<file path="src/rtl/sgc_pkg.sv">
package sgc_pkg;
    localparam int WORD_W = 32;

    typedef enum logic [2:0] {
        W_IDLE,
        W_RD_NEXT,
        W_RD_ADDR,
        W_RD_SIZE,
        W_RD_STAT,
        W_XFER,
        W_WRBACK,
        W_CHAIN
    } walk_st_e;

    // bit positions inside the status byte (top byte of word 3)
    localparam int FL_ERR  = 7;
    localparam int FL_IOE  = 6;
    localparam int FL_SOE  = 5;
    localparam int FL_DONE = 4;
    localparam int FL_SOP  = 3;
    localparam int FL_EOP  = 2;
    localparam int FL_BUSY = 1;
    localparam int FL_RST  = 0;

    localparam int FLAG_LSB = 24;

    // register indexes
    localparam logic [2:0] RA_NEXT  = 3'd0;
    localparam logic [2:0] RA_CADDR = 3'd1;
    localparam logic [2:0] RA_CSIZE = 3'd2;
    localparam logic [2:0] RA_CDESC = 3'd3;
    localparam logic [2:0] RA_STAT  = 3'd4;
    localparam logic [2:0] RA_IRQ   = 3'd5;
endpackage

</file>
<file path="src/rtl/sgc_beat_stub.sv">
module sgc_beat_stub #(
    parameter int AW         = 32,
    parameter int LEN_W      = 24,
    parameter int BEAT_BYTES = 4
) (
    input  logic             clk,
    input  logic             rst_n,
    input  logic             abort,
    input  logic             start,
    input  logic [AW-1:0]    start_addr,
    input  logic [LEN_W-1:0] start_len,
    output logic             beat_valid,
    output logic [AW-1:0]    beat_addr,
    output logic [LEN_W-1:0] remaining,
    output logic             done
);
    localparam logic [LEN_W-1:0] STEP = LEN_W'(BEAT_BYTES);

    typedef struct packed {
        logic             active;
        logic [AW-1:0]    addr;
        logic [LEN_W-1:0] rem;
    } stub_s;

    stub_s q, d;

    always_comb begin
        d          = q;
        beat_valid = q.active && (q.rem != '0);
        done       = q.active && (q.rem == '0);
        beat_addr  = q.addr;
        remaining  = q.rem;
        if (abort) begin
            d = '0;
        end else if (start) begin
            d.active = 1'b1;
            d.addr   = start_addr;
            d.rem    = start_len;
        end else if (beat_valid) begin
            d.addr = q.addr + AW'(BEAT_BYTES);
            d.rem  = (q.rem < STEP) ? '0 : q.rem - STEP;
        end else if (done) begin
            d.active = 1'b0;
        end
    end

    always_ff @(posedge clk or negedge rst_n) begin
        if (!rst_n) q <= '0;
        else        q <= d;
    end

    AST_NO_BEAT_AFTER_DONE: assert property (@(posedge clk) disable iff (!rst_n)
        done && !start |=> !beat_valid);
endmodule

</file>
<file path="src/rtl/sgc_irq.sv">
module sgc_irq #(
    parameter int DW      = 32,
    parameter int MIE_BIT = 31,
    parameter int PND_BIT = 0
) (
    input  logic          clk,
    input  logic          rst_n,
    input  logic          cfg_we,
    input  logic [DW-1:0] cfg_wdata,
    input  logic          set_evt,
    output logic          mie,
    output logic          pend,
    output logic          irq
);
    typedef struct packed {
        logic mie;
        logic pend;
    } irq_s;

    irq_s q, d;
    logic clr_hit;

    always_comb begin
        d       = q;
        clr_hit = cfg_we && cfg_wdata[PND_BIT];
        if (cfg_we) d.mie = cfg_wdata[MIE_BIT];
        if (set_evt)      d.pend = 1'b1;
        else if (clr_hit) d.pend = 1'b0;
    end

    always_ff @(posedge clk or negedge rst_n) begin
        if (!rst_n) q <= '0;
        else        q <= d;
    end

    assign mie  = q.mie;
    assign pend = q.pend;
    assign irq  = q.mie && q.pend;

    AST_PEND_STICKY: assert property (@(posedge clk) disable iff (!rst_n)
        q.pend && !clr_hit |=> q.pend);
endmodule

</file>
<file path="src/rtl/sgc_walker.sv">
module sgc_walker
    import sgc_pkg::*;
#(
    parameter int AW      = 32,
    parameter int LEN_W   = 24,
    parameter int ALIGN_W = 5
) (
    input  logic              clk,
    input  logic              rst_n,
    input  logic              start_wr,
    input  logic [AW-1:0]     start_ptr,
    input  logic              chan_rst,
    output logic              mem_req,
    output logic              mem_we,
    output logic [AW-1:0]     mem_addr,
    output logic [WORD_W-1:0] mem_wdata,
    input  logic              mem_ack,
    input  logic [WORD_W-1:0] mem_rdata,
    output logic              xfer_start,
    output logic [AW-1:0]     xfer_addr,
    output logic [LEN_W-1:0]  xfer_len,
    input  logic              xfer_done,
    output logic [AW-1:0]     next_ptr,
    output logic [AW-1:0]     cur_desc,
    output logic [7:0]        flags,
    output logic              irq_evt
);
    localparam int USER_W = WORD_W - 8;
    localparam logic [AW-1:0] OFF_NEXT = AW'(0);
    localparam logic [AW-1:0] OFF_ADDR = AW'(4);
    localparam logic [AW-1:0] OFF_SIZE = AW'(8);
    localparam logic [AW-1:0] OFF_STAT = AW'(12);

    typedef struct packed {
        walk_st_e          st;
        logic [AW-1:0]     next_ptr;
        logic [AW-1:0]     cur_desc;
        logic [AW-1:0]     buf_addr;
        logic [LEN_W-1:0]  buf_len;
        logic [7:0]        flags;
        logic [USER_W-1:0] user;
    } walk_s;

    walk_s q, d;
    logic [7:0] wb_flags;

    function automatic logic bad_align(input logic [AW-1:0] p);
        return |p[ALIGN_W-1:0];
    endfunction

    always_comb begin
        wb_flags          = q.flags;
        wb_flags[FL_ERR]  = 1'b0;
        wb_flags[FL_DONE] = 1'b1;
        wb_flags[FL_BUSY] = 1'b0;
        wb_flags[FL_RST]  = 1'b0;
    end

    always_comb begin
        d          = q;
        irq_evt    = 1'b0;
        xfer_start = 1'b0;
        mem_req    = 1'b0;
        mem_we     = 1'b0;
        mem_addr   = q.cur_desc;
        mem_wdata  = {wb_flags, q.user};
        unique case (q.st)
            W_IDLE: begin
                if (start_wr) begin
                    d.next_ptr = start_ptr;
                    if (start_ptr != '0) begin
                        d.flags = '0;
                        if (bad_align(start_ptr)) begin
                            d.flags[FL_ERR] = 1'b1;
                            irq_evt = 1'b1;
                        end else begin
                            d.flags[FL_BUSY] = 1'b1;
                            d.cur_desc = start_ptr;
                            d.st = W_RD_NEXT;
                        end
                    end
                end
            end
            W_RD_NEXT: begin
                mem_req  = 1'b1;
                mem_addr = q.cur_desc + OFF_NEXT;
                if (mem_ack) begin
                    d.next_ptr = mem_rdata[AW-1:0];
                    d.st = W_RD_ADDR;
                end
            end
            W_RD_ADDR: begin
                mem_req  = 1'b1;
                mem_addr = q.cur_desc + OFF_ADDR;
                if (mem_ack) begin
                    d.buf_addr = mem_rdata[AW-1:0];
                    d.st = W_RD_SIZE;
                end
            end
            W_RD_SIZE: begin
                mem_req  = 1'b1;
                mem_addr = q.cur_desc + OFF_SIZE;
                if (mem_ack) begin
                    d.buf_len = mem_rdata[LEN_W-1:0];
                    d.st = W_RD_STAT;
                end
            end
            W_RD_STAT: begin
                mem_req  = 1'b1;
                mem_addr = q.cur_desc + OFF_STAT;
                if (mem_ack) begin
                    d.user           = mem_rdata[USER_W-1:0];
                    d.flags[FL_IOE]  = mem_rdata[FLAG_LSB+FL_IOE];
                    d.flags[FL_SOE]  = mem_rdata[FLAG_LSB+FL_SOE];
                    d.flags[FL_SOP]  = mem_rdata[FLAG_LSB+FL_SOP];
                    d.flags[FL_EOP]  = mem_rdata[FLAG_LSB+FL_EOP];
                    d.flags[FL_DONE] = 1'b0;
                    xfer_start = 1'b1;
                    d.st = W_XFER;
                end
            end
            W_XFER: begin
                if (xfer_done) d.st = W_WRBACK;
            end
            W_WRBACK: begin
                mem_req  = 1'b1;
                mem_we   = 1'b1;
                mem_addr = q.cur_desc + OFF_STAT;
                if (mem_ack) begin
                    d.flags[FL_DONE] = 1'b1;
                    irq_evt = q.flags[FL_IOE];
                    d.st = W_CHAIN;
                end
            end
            W_CHAIN: begin
                if (q.flags[FL_SOE] || q.next_ptr == '0) begin
                    d.flags[FL_BUSY] = 1'b0;
                    d.st = W_IDLE;
                end else if (bad_align(q.next_ptr)) begin
                    d.flags[FL_ERR]  = 1'b1;
                    d.flags[FL_BUSY] = 1'b0;
                    irq_evt = 1'b1;
                    d.st = W_IDLE;
                end else begin
                    d.cur_desc = q.next_ptr;
                    d.flags[FL_DONE] = 1'b0;
                    d.st = W_RD_NEXT;
                end
            end
            default: d.st = W_IDLE;
        endcase
        if (chan_rst) begin
            d       = '0;
            irq_evt = 1'b0;
        end
    end

    always_ff @(posedge clk or negedge rst_n) begin
        if (!rst_n) q <= '0;
        else        q <= d;
    end

    assign xfer_addr = q.buf_addr;
    assign xfer_len  = q.buf_len;
    assign next_ptr  = q.next_ptr;
    assign cur_desc  = q.cur_desc;
    assign flags     = q.flags;

    AST_REQ_HOLD: assert property (@(posedge clk) disable iff (!rst_n)
        mem_req && !mem_ack && !chan_rst |=> mem_req && $stable(mem_addr));
    AST_ERR_NOT_BUSY: assert property (@(posedge clk) disable iff (!rst_n)
        $rose(q.flags[FL_ERR]) |-> !q.flags[FL_BUSY]);
    AST_RST_IDLE: assert property (@(posedge clk) disable iff (!rst_n)
        chan_rst |=> q.st == W_IDLE && !q.flags[FL_BUSY]);
    AST_BUSY_IGNORES_START: assert property (@(posedge clk) disable iff (!rst_n)
        q.st == W_XFER && start_wr && !xfer_done && !chan_rst |=> $stable(q.next_ptr));
endmodule

</file>
<file path="src/rtl/sg_chain_engine.sv">
module sg_chain_engine
    import sgc_pkg::*;
#(
    parameter int AW         = 32,
    parameter int LEN_W      = 24,
    parameter int ALIGN_W    = 5,
    parameter int BEAT_BYTES = 4
) (
    input  logic          clk,
    input  logic          rst_n,
    input  logic          reg_we,
    input  logic [2:0]    reg_addr,
    input  logic [31:0]   reg_wdata,
    output logic [31:0]   reg_rdata,
    output logic          mem_req,
    output logic          mem_we,
    output logic [AW-1:0] mem_addr,
    output logic [31:0]   mem_wdata,
    input  logic          mem_ack,
    input  logic [31:0]   mem_rdata,
    output logic          beat_valid,
    output logic [AW-1:0] beat_addr,
    output logic          irq
);
    logic             start_wr, chan_rst, irq_we;
    logic             xfer_start, xfer_done, irq_evt;
    logic [AW-1:0]    xfer_addr, next_ptr, cur_desc;
    logic [LEN_W-1:0] xfer_len, remaining;
    logic [7:0]       flags;
    logic             mie, pend;

    assign start_wr = reg_we && reg_addr == RA_NEXT;
    assign chan_rst = reg_we && reg_addr == RA_STAT && reg_wdata[FLAG_LSB+FL_RST];
    assign irq_we   = reg_we && reg_addr == RA_IRQ;

    sgc_walker #(.AW(AW), .LEN_W(LEN_W), .ALIGN_W(ALIGN_W)) u_walk (
        .clk(clk), .rst_n(rst_n),
        .start_wr(start_wr), .start_ptr(reg_wdata[AW-1:0]), .chan_rst(chan_rst),
        .mem_req(mem_req), .mem_we(mem_we), .mem_addr(mem_addr), .mem_wdata(mem_wdata),
        .mem_ack(mem_ack), .mem_rdata(mem_rdata),
        .xfer_start(xfer_start), .xfer_addr(xfer_addr), .xfer_len(xfer_len),
        .xfer_done(xfer_done),
        .next_ptr(next_ptr), .cur_desc(cur_desc), .flags(flags), .irq_evt(irq_evt)
    );

    sgc_beat_stub #(.AW(AW), .LEN_W(LEN_W), .BEAT_BYTES(BEAT_BYTES)) u_stub (
        .clk(clk), .rst_n(rst_n), .abort(chan_rst),
        .start(xfer_start), .start_addr(xfer_addr), .start_len(xfer_len),
        .beat_valid(beat_valid), .beat_addr(beat_addr),
        .remaining(remaining), .done(xfer_done)
    );

    sgc_irq #(.DW(32)) u_irq (
        .clk(clk), .rst_n(rst_n), .cfg_we(irq_we), .cfg_wdata(reg_wdata),
        .set_evt(irq_evt), .mie(mie), .pend(pend), .irq(irq)
    );

    always_comb begin
        unique case (reg_addr)
            RA_NEXT:  reg_rdata = 32'(next_ptr);
            RA_CADDR: reg_rdata = 32'(beat_addr);
            RA_CSIZE: reg_rdata = 32'(remaining);
            RA_CDESC: reg_rdata = 32'(cur_desc);
            RA_STAT:  reg_rdata = {flags, 24'd0};
            RA_IRQ:   reg_rdata = {mie, 30'd0, pend};
            default:  reg_rdata = '0;
        endcase
    end

    AST_BEAT_WHILE_BUSY: assert property (@(posedge clk) disable iff (!rst_n)
        beat_valid |-> flags[FL_BUSY]);
    AST_IRQ_NEEDS_PEND: assert property (@(posedge clk) disable iff (!rst_n)
        irq |-> pend);
endmodule

</file>
<file path="config.mk">
export PLATFORM = sky130hd
export DESIGN_NAME = sg_chain_engine
export DESIGN_NICKNAME = d
export VERILOG_FILES = /design/src/rtl/sgc_pkg.sv /design/src/rtl/sgc_beat_stub.sv /design/src/rtl/sgc_irq.sv /design/src/rtl/sgc_walker.sv /design/src/rtl/sg_chain_engine.sv
export SDC_FILE = /design/constraint.sdc
export NUM_CORES = 1
export LEC_CHECK = 0
export BUFFER_PORTS_ARGS = -buffer_cell sky130_fd_sc_hd__buf_2
export CAP_MARGIN = 20
export CORE_ASPECT_RATIO = 2
export CORE_MARGIN = 5
export CORE_UTILIZATION = 60
export CTS_BUF_LIST = sky130_fd_sc_hd__clkbuf_4
export CTS_CLUSTER_DIAMETER = 40
export CTS_CLUSTER_SIZE = 40
export DETAILED_ROUTE_END_ITERATION = 16
export GPL_ROUTABILITY_DRIVEN = 0
export PLACE_DENSITY = 0.83
export SYNTH_ARGS = -nofsm -noshare
export SYNTH_HDL_FRONTEND = slang
export SYNTH_HIERARCHICAL = 1
export SYNTH_SLANG_ARGS = --single-unit
</file>
<file path="constraint.sdc">
create_clock -name clk -period 4.9 [get_ports clk]
set_clock_uncertainty 0.15 [all_clocks]
set_input_delay 0.49 -clock clk [delete_from_list [all_inputs] [get_ports clk]]
set_output_delay 0.49 -clock clk [all_outputs]
set_load 0.05 [all_outputs]
</file>
# Word-level counts from Yosys, hierarchy flattened
# Index checks and enable logic that the tools add are counted.
# word_totals
register_bits,214
inputBits,71
output_inout_bits,132
# classes
addsub,5
n_lt_le_gt_ge,1
n_eq_ne,26
muxes,63
n_reduce_logical,45
# ops
operator,count
32-bit two-way mux,6
32-bit case mux with 6 select lines,1
155-bit two-way mux,1
32-bit case mux with 2 select lines,2
57-bit two-way mux,2
24-bit two-way mux,4
32-bit case mux with 3 select lines,1
67-bit two-way mux,1
"32-bit by 3-bit adder with 32-bit output, second input constant",2
"32-bit by 4-bit adder with 32-bit output, second input constant",2
56-bit two-way mux,1
35-bit two-way mux,1
32-bit zero test,1
32-bit nonzero test,1
"3-bit inequality test, second input constant",9
1-bit two-way mux,26
24-bit zero test,1
"24-bit by 3-bit < comparator with 1-bit output, second input constant",1
3-bit case mux with 8 select lines,1
24-bit nonzero test,1
"24-bit by 3-bit subtractor with 24-bit output, second input constant",1
3-bit two-way mux,7
"3-bit equality test, second input constant",6
8-bit two-way mux,2
other kinds (25),59

# Logic depth before layout (Yosys ltp)
# depth
ltp_word,7
depth_mapped,13
depth_no_buf,9

# Cells and area by module
# The synthesis kept the hierarchy.
# by_module_without_submodules
mod,instances,cells_each,area_each_um2
sgc_walker,1,1091,9380.2
sgc_beat_stub,1,474,4106.4
sg_chain_engine,1,108,1096.1
sgc_irq,1,6,82.6

# Worst setup path before layout
# Ideal clock, no wire load.
# synth_timing
path_type,register to output
startpoint,register u_walk/q[152] in the netlist's numbering
endpoint,output port mem_addr[13]
arrival_ps,3301
required_time_ps,4260
slack_ps,959
stages_incl_launch_ff,9
path_buffers,1
path_cell_list,dfrtp_1 > inv_1 > ha_1 > clkbuf_1 > o21a_1 > ha_1 > a21o_1 > a32oi_1 > o41ai_1
# synth_via
elab_chain_len,3
elab_cells_between_ends,6
cone_classes,eq/ne (4); mux (1); reduce/logical (1)
# synth_rtl
item,line,source
"start, declared",sgc_walker.sv:44,"walk_s q, d;"
"start signal, assigned",sgc_walker.sv:159,if (!rst_n) q <= '0;
"start signal, assigned",sgc_walker.sv:160,else q <= d;
3-bit equality test,sgc_walker.sv:67,unique case (q.st)
2-bit OR reduction (no source line),--,
32-bit case mux with 3 select lines (*),sgc_walker.sv:67,
"end, declared",sg_chain_engine.sv:17,"output logic [AW-1:0] mem_addr,"
# Every way passes the cells marked *; elsewhere a longest branch is shown, timed or not.

# Worst setup path in the final report
# layout_timing
startpoint,register u_walk/q[153] in the netlist's numbering
endpoint,output port mem_addr[26]
# Same word-level chain as after synthesis.

==> flow_metrics.tcl <==
set metrics [dict create \
    cp.arrival_ps 3640 \
    nets 1738 \
    drc 0 \
    worstHoldPathType "primary input to register" \
    drt_iter0_drc 1844 \
    syn_inst 1679 \
    worstSetupPathType "register to primary output" \
    vdd_ir_drop_max_uv 538 \
    critPathMaxStageDelay_ps 450 \
    leakage_nw 6.61 \
    ys_async_sr_fraction_pct 100 \
    drt-total-wl_um 50100 \
    grt_pass1_wl_um 75500 \
    yosysSeqAreaShare_pct 36.3 \
    grt_remaining_overflow 0 \
    syn_area_per_cell_sq_um 8.73 \
    rows 81 \
    max_freq_mhz 233 \
    ys.flop_type "dfrtp_1" \
    cap_violations 0 \
    ys_ff_latch 213 \
    cts-root-buf "clkbuf_4" \
    worstPathRequired_ps 4260 \
    fin_crit_sh_pct 87.4 \
    period_minus_slack_ps 4280 \
    cts.clk_slew.worst_paths_ps 190 \
    path_cells "inv_1, ha_1, o21a_1, inv_1, fa_1, a2bb2oi_1, nor2b_1, a21oi_1, a31oi_1, buf_2" \
    slowest_stage "nor2b_1" \
    port_buffers 198 \
    clkLatencyLatePin_ps 710 \
    grt_usage_pct 34.9 \
    setup_viol 0 \
    fin_setup_tns_ps 0 \
    area_growth_pct 2.04 \
    start_util_pct 60.3 \
    clock_path_buffers 3 \
    synth.distinct_cells 82 \
    firstDrtPassIters 6 \
    timing.hold.ws_ps 8.40 \
    cp_common_cell "inv_1" \
    outcome "finished clean" \
    worst_setup_path_end_kind "primary output" \
    critPathMaxFanout 12 \
    hold_viol_final 0 \
    dpl.hpwl_um 35000 \
    tightest_slew_ps 1230 \
    ant_nets 0 \
    rsz0062_at_grt "false" \
    io_pins 203 \
    cts-resized-gates 0 \
    die-area_sq_um 27900 \
    drive_gt1_share_pct 20.3 \
    avgRoutedWirePerCell_um 25.5 \
    slew_headroom_pct 18.0 \
    htree_levels 1 \
    final_cells 1963 \
    cts_buffers 18 \
    slew_violations 0 \
    viasPerCell 6.86 \
    grt_max_degree 88 \
    die_y_um 231 \
    yosys_warnings 6 \
    dpl.cell_count 1871 \
    cts_tree "done" \
    powerDensity_nw_per_um2 672 \
    power_mw 10.1 \
    cp-start-kind "register" \
    vias 13500 \
    grt_pass1_vias 13200 \
    synth_edf_count 0 \
    synth_area_sq_um 14700 \
    core_area_sq_um 24300 \
    antenna_found_initial 5 \
    fillers 2022 \
    clkSinkCount 213 \
    die_x_um 121 \
]
[registers in the layout, indices dropped and copies added (netlist names)]
register          flops
u_stub/beat_addr     32
u_walk/cur_desc      32
u_walk/next_ptr      32
u_walk/xfer_addr     32
u_stub/remaining     24
u_walk/mem_wdata     24
u_walk/xfer_len      24
u_walk/flags          7
u_walk/q              3
u_irq/mie             1
u_irq/pend            1
u_stub/q              1
[power breakdown]
group / switching (mW) / internal [mW] / leakage (nW)
Sequential: 1.15 / 2.54 / 2.70
Clock: 0.691 / 0.248 / 0.146
Combinational: 3.69 / 1.74 / 3.77
[what timing repair did]
item / 4_1_cts / 5_1_grt
buffers inserted: 0 / 0
hold buffers: 55 / 0
hold endpoints to repair: 189 / 0
[metrics by stage]
step           instance area, sq um  util, %  worst slack (ps)
6_report                      15000     61.5               617
5_1_grt                       15000     61.5               412
4_1_cts                       15000     61.5               673
3_5_place_dp                  14100     58.1              1060
3_3_place_gp                  14100     58.1              1280
2_1_floorplan                 14700        -               959
[cells in the final DEF, fill, tap and decap left out, types with 10 or more instances in the layout]
master | netlist | final
nand4_1 | 21 | 21
nand3_1 | 23 | 23
buf_4 | 218 | 26
a21o_1 | 15 | 15
o211ai_1 | 11 | 11
dlygate4sd3_1 | 0 | 55
o21ai_0 | 39 | 39
buf_2 | 7 | 197
o31ai_1 | 45 | 45
ha_1 | 10 | 10
nor3_1 | 22 | 21
dfrtp_1 | 213 | 213
mux4_2 | 23 | 23
clkbuf_4 | 0 | 20
a21oi_1 | 148 | 148
or3_1 | 16 | 16
and3_1 | 13 | 13
inv_1 | 37 | 37
a211oi_1 | 10 | 10
mux2i_1 | 51 | 51
nor2b_1 | 34 | 32
a31oi_1 | 20 | 20
mux2_4 | 26 | 26
nor2_1 | 70 | 68
nor4_1 | 30 | 30
nand2_1 | 308 | 308
and2_1 | 10 | 10
[routing by layer]
layer	track usage, %	routed length [um]
met5	0	0
met4	29.7	5170
met3	5.27	5170
met2	56.6	24000
met1	40.0	15800
[final timing paths]
path,startpoint,endpoint,slack (ps),cells after the start
setup / recovery,u_walk/q[153],mem_addr[26],620,10
hold / removal,reg_wdata[2],u_walk/next_ptr[2],8,3
setup reg to reg,u_walk/q[152],u_stub/remaining[5],1120,10
hold reg to reg,u_walk/xfer_len[1],u_stub/remaining[1],360,1
max in group asynchronous,rst_n,u_stub/remaining[11],3260,3
min in group asynchronous,rst_n,u_walk/flags[6],200,2
[synth_stat cells, types with 9 or more instances]
cell      instances  share of area (%)
a21oi_1         148                5.1
a21o_1           15               0.77
and3_1           13               0.55
a311oi_1          9               0.54
mux4_2           23                3.5
a31oi_1          20               0.85
and2_1           10               0.43
a32oi_1           9               0.54
nor3_1           22               0.75
buf_4           218                 11
mux2i_1          51                3.5
nand4_1          21               0.90
mux2_4           26                2.7
buf_1            10               0.26
nand2_1         308                7.9
inv_1            37               0.95
nor2_1           70                1.8
o21ai_0          39                1.3
o31ai_1          45                2.3
a211oi_1         10               0.51
buf_6            10               0.77
clkbuf_1         78                2.0
or4_1             9               0.46
nand3_1          23               0.78
dfrtp_1         213                 36
nor2b_1          34                1.5
nor4_1           30                1.3
ha_1             10               0.85
or3_1            16               0.68
o211ai_1         11               0.56
[cells by family (layout without fill, tap and decap cells)]
family | count (synthesis) | after routing | synth area share (%)
AOI/OAI and AO/OA | 379 | 379 | 17.2
xor gates and xnor gates | 10 | 10 | 0.597
adders and majority gates | 11 | 11 | 0.990
buffers and inverters | 364 | 350 | 15.6
DFF | 213 | 213 | 36.3
muxes | 104 | 104 | 9.98
other | 2 | 10 | 0.0512
and+or+nand+nor | 596 | 596 | 19.3
[worst max-delay path, delay by kind of cell (launching register included)]
family                   cells  cell delay, ps
AO/OA/AOI/OAI                4             770
flip-flops                   1             440
adder cells (fa/ha/maj)      2             790
AND/OR/NAND/NOR              1             450
buffers and inverters        3             500
[layout make-up]
type | count | area (sq um) | share of cell area [%]
Multi-Input combinational cell | 1105 | 7090 | 47.4
Sequential cell | 213 | 5330 | 35.6
Timing Repair Buffer | 279 | 1750 | 11.7
Tap cell | 290 | 363 | 2.42
Clock buffer | 20 | 150 | 1.00
Inverter | 39 | 146 | 0.978
Clock inverter | 12 | 126 | 0.844
Antenna cell | 5 | 12.5 | 0.0836
Note: power is estimated with default switching activity, not from simulation.
